$ cat src/rtl/bypass_pkg.sv
// Shared encodings for the operand bypass unit.
// Assumes a two-bit select code; 2'b11 is never produced.
package bypass_pkg;
    typedef enum logic [1:0] {
        SEL_FILE = 2'b00,
        SEL_MWB  = 2'b01,
        SEL_EXM  = 2'b10
    } fwd_sel_e;
endpackage

$ cat src/rtl/bypass_regfile.sv
// Register file with NRD read ports and one write port. A write is
// seen by a same-cycle read of the same register (write-first).
// Assumes register 0 is hardwired to zero; writes to it are dropped.
module bypass_regfile #(
    parameter int DW   = 32,
    parameter int NREG = 32,
    parameter int NRD  = 2,
    localparam int AW  = $clog2(NREG)
) (
    input  logic                    clk,
    input  logic                    rst_n,
    input  logic                    we,
    input  logic [AW-1:0]           waddr,
    input  logic [DW-1:0]           wdata,
    input  logic [NRD-1:0][AW-1:0]  raddr,
    output logic [NRD-1:0][DW-1:0]  rdata
);
    logic [DW-1:0] mem [NREG];
    logic          wr_ok;

    // Qualify the write: register 0 is never written.
    always_comb wr_ok = we && (waddr != '0);

    // Storage update, cleared by synchronous reset.
    always_ff @(posedge clk) begin
        if (!rst_n) begin
            for (int i = 0; i < NREG; i++) begin
                mem[i] <= '0;
            end
        end else if (wr_ok) begin
            mem[waddr] <= wdata;
        end
    end

    // One read port per generate iteration, with write-first bypass.
    for (genvar p = 0; p < NRD; p++) begin : g_rd
        always_comb begin
            if (raddr[p] == '0) begin
                rdata[p] = '0;
            end else if (wr_ok && (waddr == raddr[p])) begin
                rdata[p] = wdata;
            end else begin
                rdata[p] = mem[raddr[p]];
            end
        end
    end
endmodule

$ cat src/rtl/bypass_operand_mux.sv
// Select logic for one ALU operand. EX/MEM (younger) wins over MEM/WB.
// Assumes a load in EX/MEM has no data yet and is skipped; stall
// logic elsewhere keeps a dependent instruction out of EX in that case.
module bypass_operand_mux
    import bypass_pkg::*;
#(
    parameter int DW = 32,
    parameter int AW = 5
) (
    input  logic [AW-1:0] src,
    input  logic [DW-1:0] file_val,
    input  logic [AW-1:0] exm_rd,
    input  logic          exm_we,
    input  logic          exm_load,
    input  logic [DW-1:0] exm_alu,
    input  logic [AW-1:0] mwb_rd,
    input  logic          mwb_we,
    input  logic [DW-1:0] mwb_val,
    output logic [1:0]    sel,
    output logic [DW-1:0] val
);
    logic src_zero;
    logic hit_exm;
    logic hit_mwb;

    // Match detection for each producer stage.
    always_comb begin
        src_zero = (src == '0);
        hit_exm  = exm_we && !exm_load && (exm_rd == src) && !src_zero;
        hit_mwb  = mwb_we && (mwb_rd == src) && !src_zero;
    end

    // Priority select: zero source, EX/MEM, MEM/WB, register file.
    always_comb begin
        if (src_zero) begin
            sel = SEL_FILE;
            val = '0;
        end else if (hit_exm) begin
            sel = SEL_EXM;
            val = exm_alu;
        end else if (hit_mwb) begin
            sel = SEL_MWB;
            val = mwb_val;
        end else begin
            sel = SEL_FILE;
            val = file_val;
        end
    end
endmodule

$ cat src/rtl/bypass_store_path.sv
// Store write-data bypass: a store in EX/MEM takes its data from the
// MEM/WB writeback when MEM/WB writes the store's data register.
// Assumes the writeback value is already load data for a load.
module bypass_store_path #(
    parameter int DW = 32,
    parameter int AW = 5
) (
    input  logic          exm_store,
    input  logic [AW-1:0] exm_st_rt,
    input  logic [DW-1:0] exm_st_val,
    input  logic [AW-1:0] mwb_rd,
    input  logic          mwb_we,
    input  logic [DW-1:0] mwb_val,
    output logic [DW-1:0] st_wdata,
    output logic          st_fwd
);
    // Detect the dependence and steer the write data.
    always_comb begin
        st_fwd   = exm_store && mwb_we && (mwb_rd != '0) && (mwb_rd == exm_st_rt);
        st_wdata = st_fwd ? mwb_val : exm_st_val;
    end
endmodule

$ cat src/rtl/operand_bypass.sv
// Operand bypass unit for a five-stage in-order pipeline: the write-first
// register file, one select mux per ALU operand and the store data path.
// Assumes the decode-captured file values arrive from the ID/EX register.
module operand_bypass #(
    parameter int DW   = 32,
    parameter int NREG = 32,
    localparam int AW  = $clog2(NREG),
    localparam int NOP = 2
) (
    input  logic          clk,
    input  logic          rst_n,
    input  logic [AW-1:0] id_rs_addr,
    input  logic [AW-1:0] id_rt_addr,
    output logic [DW-1:0] id_rs_data,
    output logic [DW-1:0] id_rt_data,
    input  logic [AW-1:0] ex_rs_addr,
    input  logic [AW-1:0] ex_rt_addr,
    input  logic [DW-1:0] ex_rs_file,
    input  logic [DW-1:0] ex_rt_file,
    input  logic [AW-1:0] exm_rd,
    input  logic          exm_we,
    input  logic          exm_load,
    input  logic [DW-1:0] exm_alu,
    input  logic          exm_store,
    input  logic [AW-1:0] exm_st_rt,
    input  logic [DW-1:0] exm_st_val,
    input  logic [AW-1:0] mwb_rd,
    input  logic          mwb_we,
    input  logic          mwb_load,
    input  logic [DW-1:0] mwb_alu,
    input  logic [DW-1:0] mwb_rdata,
    output logic [1:0]    op_a_sel,
    output logic [DW-1:0] op_a,
    output logic [1:0]    op_b_sel,
    output logic [DW-1:0] op_b
    ,
    output logic [DW-1:0] st_wdata,
    output logic          st_fwd
);
    logic [DW-1:0]          wb_val;
    logic [NOP-1:0][AW-1:0] rd_addr;
    logic [NOP-1:0][DW-1:0] rd_data;
    logic [NOP-1:0][AW-1:0] src_addr;
    logic [NOP-1:0][DW-1:0] src_file;
    logic [NOP-1:0][1:0]    src_sel;
    logic [NOP-1:0][DW-1:0] src_val;

    // Writeback value: load data for loads, ALU result otherwise.
    always_comb wb_val = mwb_load ? mwb_rdata : mwb_alu;

    // Pack the per-operand ports into arrays for the generate loop.
    always_comb begin
        rd_addr[0]  = id_rs_addr;
        rd_addr[1]  = id_rt_addr;
        src_addr[0] = ex_rs_addr;
        src_addr[1] = ex_rt_addr;
        src_file[0] = ex_rs_file;
        src_file[1] = ex_rt_file;
    end

    bypass_regfile #(.DW(DW), .NREG(NREG), .NRD(NOP)) u_rf (
        .clk   (clk),
        .rst_n (rst_n),
        .we    (mwb_we),
        .waddr (mwb_rd),
        .wdata (wb_val),
        .raddr (rd_addr),
        .rdata (rd_data)
    );

    for (genvar k = 0; k < NOP; k++) begin : g_op
        bypass_operand_mux #(.DW(DW), .AW(AW)) u_mux (
            .src      (src_addr[k]),
            .file_val (src_file[k]),
            .exm_rd   (exm_rd),
            .exm_we   (exm_we),
            .exm_load (exm_load),
            .exm_alu  (exm_alu),
            .mwb_rd   (mwb_rd),
            .mwb_we   (mwb_we),
            .mwb_val  (wb_val),
            .sel      (src_sel[k]),
            .val      (src_val[k])
        );
    end

    bypass_store_path #(.DW(DW), .AW(AW)) u_st (
        .exm_store  (exm_store),
        .exm_st_rt  (exm_st_rt),
        .exm_st_val (exm_st_val),
        .mwb_rd     (mwb_rd),
        .mwb_we     (mwb_we),
        .mwb_val    (wb_val),
        .st_wdata   (st_wdata),
        .st_fwd     (st_fwd)
    );

    // Unpack the arrays onto the output ports.
    always_comb begin
        id_rs_data = rd_data[0];
        id_rt_data = rd_data[1];
        op_a_sel   = src_sel[0];
        op_a       = src_val[0];
        op_b_sel   = src_sel[1];
        op_b       = src_val[1];
    end
endmodule

$ cat config.mk
export PLATFORM = sky130hd
export DESIGN_NAME = operand_bypass
export DESIGN_NICKNAME = d
export VERILOG_FILES = /design/src/rtl/bypass_pkg.sv /design/src/rtl/bypass_regfile.sv /design/src/rtl/bypass_operand_mux.sv /design/src/rtl/bypass_store_path.sv /design/src/rtl/operand_bypass.sv
export SDC_FILE = /design/constraint.sdc
export NUM_CORES = 2
export LEC_CHECK = 0
export CAP_MARGIN = 20
export CORE_ASPECT_RATIO = 0.6
export CORE_MARGIN = 2
export CORE_UTILIZATION = 38
export DETAILED_ROUTE_END_ITERATION = 7
export SYNTH_ARGS = -nofsm -noshare
export SYNTH_HDL_FRONTEND = slang
export SYNTH_HIERARCHICAL = 1
export SYNTH_SLANG_ARGS = --single-unit
$ cat constraint.sdc
create_clock -name clk -period 12.6 [get_ports clk]
set_input_delay 2.52 -clock clk [delete_from_list [all_inputs] [get_ports clk]]
set_output_delay 2.52 -clock clk [all_outputs]
set_load 0.1 [all_outputs]
Word level (Yosys, flattened, before mapping)
Memory sizes are Yosys's and may differ from the RTL's.
Cells that the tools add are included.
- logic and storage cells: 57
- register bits after elaboration: 0
- memories kept: 1
- bits in writable memories: 1024
- memory bits (read-only): 0
- input bits: 234
- bits in latches: 0
- memories (memory ; words ; bits a word ; read ports ; clocked after memory_dff ; write ports ; RTL line ; RTL):
    u_rf.mem ; 32 ; 32 ; 2 ; 0 ; 32 ; bypass_regfile.sv:18 ; logic [DW-1:0] mem [NREG];
- eq/ne operators: 7
- multiplexer cells: 25
- reductions and logical operators: 24
- bitwise operators: 0
- divide/modulo/power cells: 0
- $add $sub $neg: 0
- shifts and indexed selects: 0
- $lt $le $gt $ge: 0
- multipliers: 0
- operators by type and width (cell ; count):
    $mux W32 ; 13
    $eq A5 B5 Y1 ; 7
    $reduce_or A32 Y1 ; 1
    $logic_not A5 Y1 ; 4
    $logic_and A1 B1 Y1 ; 15
    $mux W2 ; 4
    $mux W1 ; 7
    $mux W5 ; 1
    $reduce_bool A5 Y1 ; 1
    $logic_not A1 Y1 ; 3

Longest topological paths before layout
- word-level depth: 7
- gate-level depth with buffers: 10
- depth with buffers taken out: 5

Hierarchy
The synthesis kept the hierarchy.
- by module, submodules not included (module ; sequential area each (um^2) ; cells an instance ; area an instance (um^2) ; times used):
    bypass_regfile ; 30749.5 ; 3859 ; 55413.1 ; 1
    bypass_operand_mux ; 0.0 ; 166 ; 900.9 ; 2
    bypass_store_path ; 0.0 ; 47 ; 600.6 ; 1
    operand_bypass ; 0.0 ; 36 ; 544.3 ; 1

Least setup slack after synthesis
No wires, ideal clock.
- path type: in2out
- from: input mwb_rd[0]
- to: output id_rt_data[0]
- stages: 7
- arrival time: 6.127 ns
- path slack: 3.953 ns
- cells stage by stage: clkbuf_1 -> xnor2_1 -> nand4_1 -> o21ai_0 -> clkbuf_1 -> a21boi_0 -> o32ai_1
- longest elaborated chain between the ends: 5
- elaborated cells on any way between the ends: 6
- classes of those cells: eq/ne: 1; mux: 2; reduce/logical: 3
- RTL lines (element ; RTL line ; RTL):
    from (decl) ; operand_bypass.sv:27 ; input logic [AW-1:0] mwb_rd,
    $reduce_bool A5 Y1 ; bypass_regfile.sv:22 ; always_comb wr_ok = we && (waddr != '0);
    $logic_and A1 B1 Y1 ; bypass_regfile.sv:22 ;
    $logic_and A1 B1 Y1 * ; bypass_regfile.sv:40 ; end else if (wr_ok && (waddr == raddr[p])) begin
    $mux W32 * ; bypass_regfile.sv:40 ;
    $mux W32 * ; bypass_regfile.sv:38 ; if (raddr[p] == '0) begin
    to (decl) ; operand_bypass.sv:15 ; output logic [DW-1:0] id_rt_data,
Every way passes the cells marked *; elsewhere a longest branch is shown, timed or not.

Worst setup path in the final report
- from: input mwb_rd[2]
- to: output id_rs_data[23]
- longest elaborated chain between the ends: 5
- elaborated cells on any way between the ends: 6
- classes of those cells: eq/ne: 1; mux: 2; reduce/logical: 3
- RTL lines (element ; RTL line ; RTL):
    $reduce_bool A5 Y1 ; bypass_regfile.sv:22 ;
    $logic_and A1 B1 Y1 ; bypass_regfile.sv:22 ;
    $logic_and A1 B1 Y1 * ; bypass_regfile.sv:40 ;
    $mux W32 * ; bypass_regfile.sv:40 ;
    $mux W32 * ; bypass_regfile.sv:38 ;
    to (decl) ; operand_bypass.sv:14 ; output logic [DW-1:0] id_rs_data,
Marks and branches as above.

==> metrics.cfg <==
[clocking]
cts_hold_buf=0
cts_tree=yes
cts_buffers=97
cts_sinks=1024
cts_buffer_depth=3
clkSlewWorstSetupHoldPaths_ps=70
root_buffer=clkbuf_16
post_cts_resized=0
cts_setup_buffers=0
htree_levels=3

[grt]
overflow=0
grt_pass1_wl_um=344000
antenna_found_initial=32
grt_max_degree=113
track_usage_pct=32.0
grt_pass1_vias=40431

[finish]
stdcell_area_um2=67600
instances_no_fill=6617
utilization_pct=44.3
n_fill_cell=13473
syn2layout_area_growth_pct=15.8
drive_gt1_share_pct=20.3
largest_reg_flops=1024
finalNetCount=4716
reg_top3=u_rf/mem (1024)
largest_register=u_rf/mem

[placed_design]
dp_cells=6415
routabilityCongestion=0.929
dpl.hpwl_um=154000
postPlaceCellArea_um2=64400
io_buffers=398
place_ws_ps=2660

[logic_synthesis]
synth.cell_area_um2=58400
postSynthAreaPerCell_um2=13.7
yosysUniqueCellTypes=66
ys_ff_latch=1024
yosysTopAreaCellShare_pct=52.7
async_flop_share_pct=0
yosys-top-cells-count=edfxtp_1 (1024), and2_1 (999), mux4_2 (385), clkbuf_1 (287), mux2i_1 (249)
yosys.area.top_type=edfxtp_1
synth.area.top_cells=edfxtp_1 (53%), mux4_2 (15%), and2_1 (11%), mux2i_1 (4.3%), mux2_2 (1.9%)
synthFlopType=edfxtp_1
yosysMostFrequentCell=edfxtp_1
synth_edf_count=1024
yosys_warnings=6
yosysSeqAreaShare_pct=52.7
netlist_instances=4274

[sta]
setup_ws_ps=2580
worst_pin_slew_ps=1220
setup_tns_ps=0
finalSetupViolCount=0
hold_violations=0
period_minus_slack_ps=10020
slew_viol_final=0
clock.fmax_mhz=99.8
finalCritPeriodShare_pct=79.5
grt_setup_unrepaired=no
maxSlewHeadroom_pct=18.7

[flow_run]
max-cap-violations=0

[power_and_ir_drop]
p_leak_nw=23.5
switching_share_pct=31.1
p_comb_share_pct=20.8
ir_drop_mv=0.125
power_density_nw_per_um2=132
clockPowerShare_pct=34.0
power_switching_mw=2.78
intPower_mw=6.14
seqPwrFrac_pct=45.2

[critical_path]
critPathMostFrequentCell=clkdlybuf4s50_1
crit_end=id_rs_data[23]
crit_path_end_kind=output port
path_cells=clkdlybuf4s50_1, or3_1, o31ai_4, nor4_4, a21oi_4, buf_4, a32o_1, clkdlybuf4s50_1
cp_slowest_cell=clkdlybuf4s50_1
crit_required_ps=10080
start_kind=input port
crit_family=buffers and inverters
setup.worst_path.start=mwb_rd[2]
cp.depth=8
crit_type=input port to output port
path_max_fanout=21
cpPeakStageDelay_ps=1210
path_buf_inv=3
arrival_ps=7500

[routing]
routed-via-count=42926
routed_wl_um=255000
drcViolationCount=0
dr.pass1.iters=8
drtAntennaViolNets=0
routedWlPerCell_um=38.6
viasPerCell=6.49
first_iter_violations=7939

[status]
status=finished clean

[die]
num_rows=111
dieWidth_um=510
die-height_um=308
initial_core_util_pct=38.2
dieArea_um2=157000
core_um2=153000
ios=399

[worst_hold_path]
hp-class=input port to flip-flop

-- power groups by stage --
stage	combinational (mW)	clock, mW	sequential, mW
2_1_floorplan	1.12	0	4.07
3_3_place_gp	1.79	0	4.09
3_5_place_dp	1.80	0	4.10
4_1_cts	1.80	3.04	4.03
5_1_grt	1.87	3.17	4.05
6_report	1.85	3.03	4.04
-- per-stage QoR --
step	hold WS, ps	power, mW
after global placement	3290	5.89
after detailed placement	3290	5.90
after floorplan	2900	5.19
after global routing	2570	9.09
final	2560	8.92
after CTS	2520	8.87
-- placed cells by master, fill, tap and decap left out, types with 7 or more instances in the layout --
| master | count |
|---|---|
| a2111oi_0 | 30 |
| a211oi_1 | 39 |
| a21oi_1 | 55 |
| a221o_1 | 17 |
| a221oi_1 | 22 |
| a22oi_1 | 40 |
| a31oi_1 | 66 |
| a32o_1 | 32 |
| and2_1 | 999 |
| buf_12 | 9 |
| buf_4 | 127 |
| bufinv_16 | 9 |
| clkbuf_1 | 20 |
| clkbuf_16 | 99 |
| clkdlybuf4s50_1 | 387 |
| clkinv_1 | 17 |
| clkinv_2 | 21 |
| conb_1 | 32 |
| diode_2 | 23 |
| edfxtp_1 | 1024 |
| inv_1 | 7 |
| mux2_2 | 101 |
| mux2_4 | 59 |
| mux2i_1 | 249 |
| mux4_2 | 385 |
| nand2_1 | 248 |
| nor2_1 | 36 |
| nor2_2 | 16 |
| nor2_4 | 18 |
| nor2b_1 | 8 |
| nor3_1 | 14 |
| nor3b_1 | 7 |
| o21ai_0 | 35 |
| o21ai_1 | 61 |
| o21ai_4 | 31 |
| o221ai_1 | 33 |
| o22ai_1 | 80 |
| xnor2_1 | 10 |
| xor2_1 | 24 |
-- worst min path at each step --
stage,endpoint,slack (ps),depth (start not counted),startpoint
detailed placement,u_rf/mem[14][4]$_SDFFCE_PN0P_,3290,2,rst_n
floorplan,u_rf/mem[5][11]$_SDFFCE_PN0P_,2900,2,mwb_rdata[11]
CTS,u_rf/mem[14][4]$_SDFFCE_PN0P_,2520,2,rst_n
finish,u_rf/mem[14][1]$_SDFFCE_PN0P_,2560,2,rst_n
global route,u_rf/mem[14][1]$_SDFFCE_PN0P_,2570,2,rst_n
global placement,u_rf/mem[14][4]$_SDFFCE_PN0P_,3290,2,rst_n
-- cell families (layout without fill, tap and decap cells) --
kind of cell | count (synthesis) | after routing | synth area share (%)
compound gates | 558 | 558 | 6.56
xor+xnor | 34 | 34 | 0.510
buf+inv | 466 | 721 | 3.94
flops | 1024 | 1024 | 52.7
mux | 794 | 794 | 22.6
other cells | 1 | 55 | 0.00643
simple gates | 1397 | 1397 | 13.7
-- metal layers --
layer	GRT usage (%)	wire length [um]	up-vias
li1	-	-	16685
met3	12.9	41100	605
met1	44.9	98500	21825
met5	0.833	319	-
met2	43.3	103000	3795
met4	13.8	12500	16
-- cell type report --
class / count / area [um^2] / area share [%]
inverters: 12 / 46.3 / 0.0685
clock inverters: 58 / 562 / 0.831
multi-input cells: 2815 / 26000 / 38.4
repair buffers: 532 / 5100 / 7.55
flip-flops and latches: 1024 / 30700 / 45.5
diodes: 23 / 57.6 / 0.0851
clock buffers: 119 / 2550 / 3.78
well taps: 2034 / 2540 / 3.76
Power figures use the tool's default switching activity.
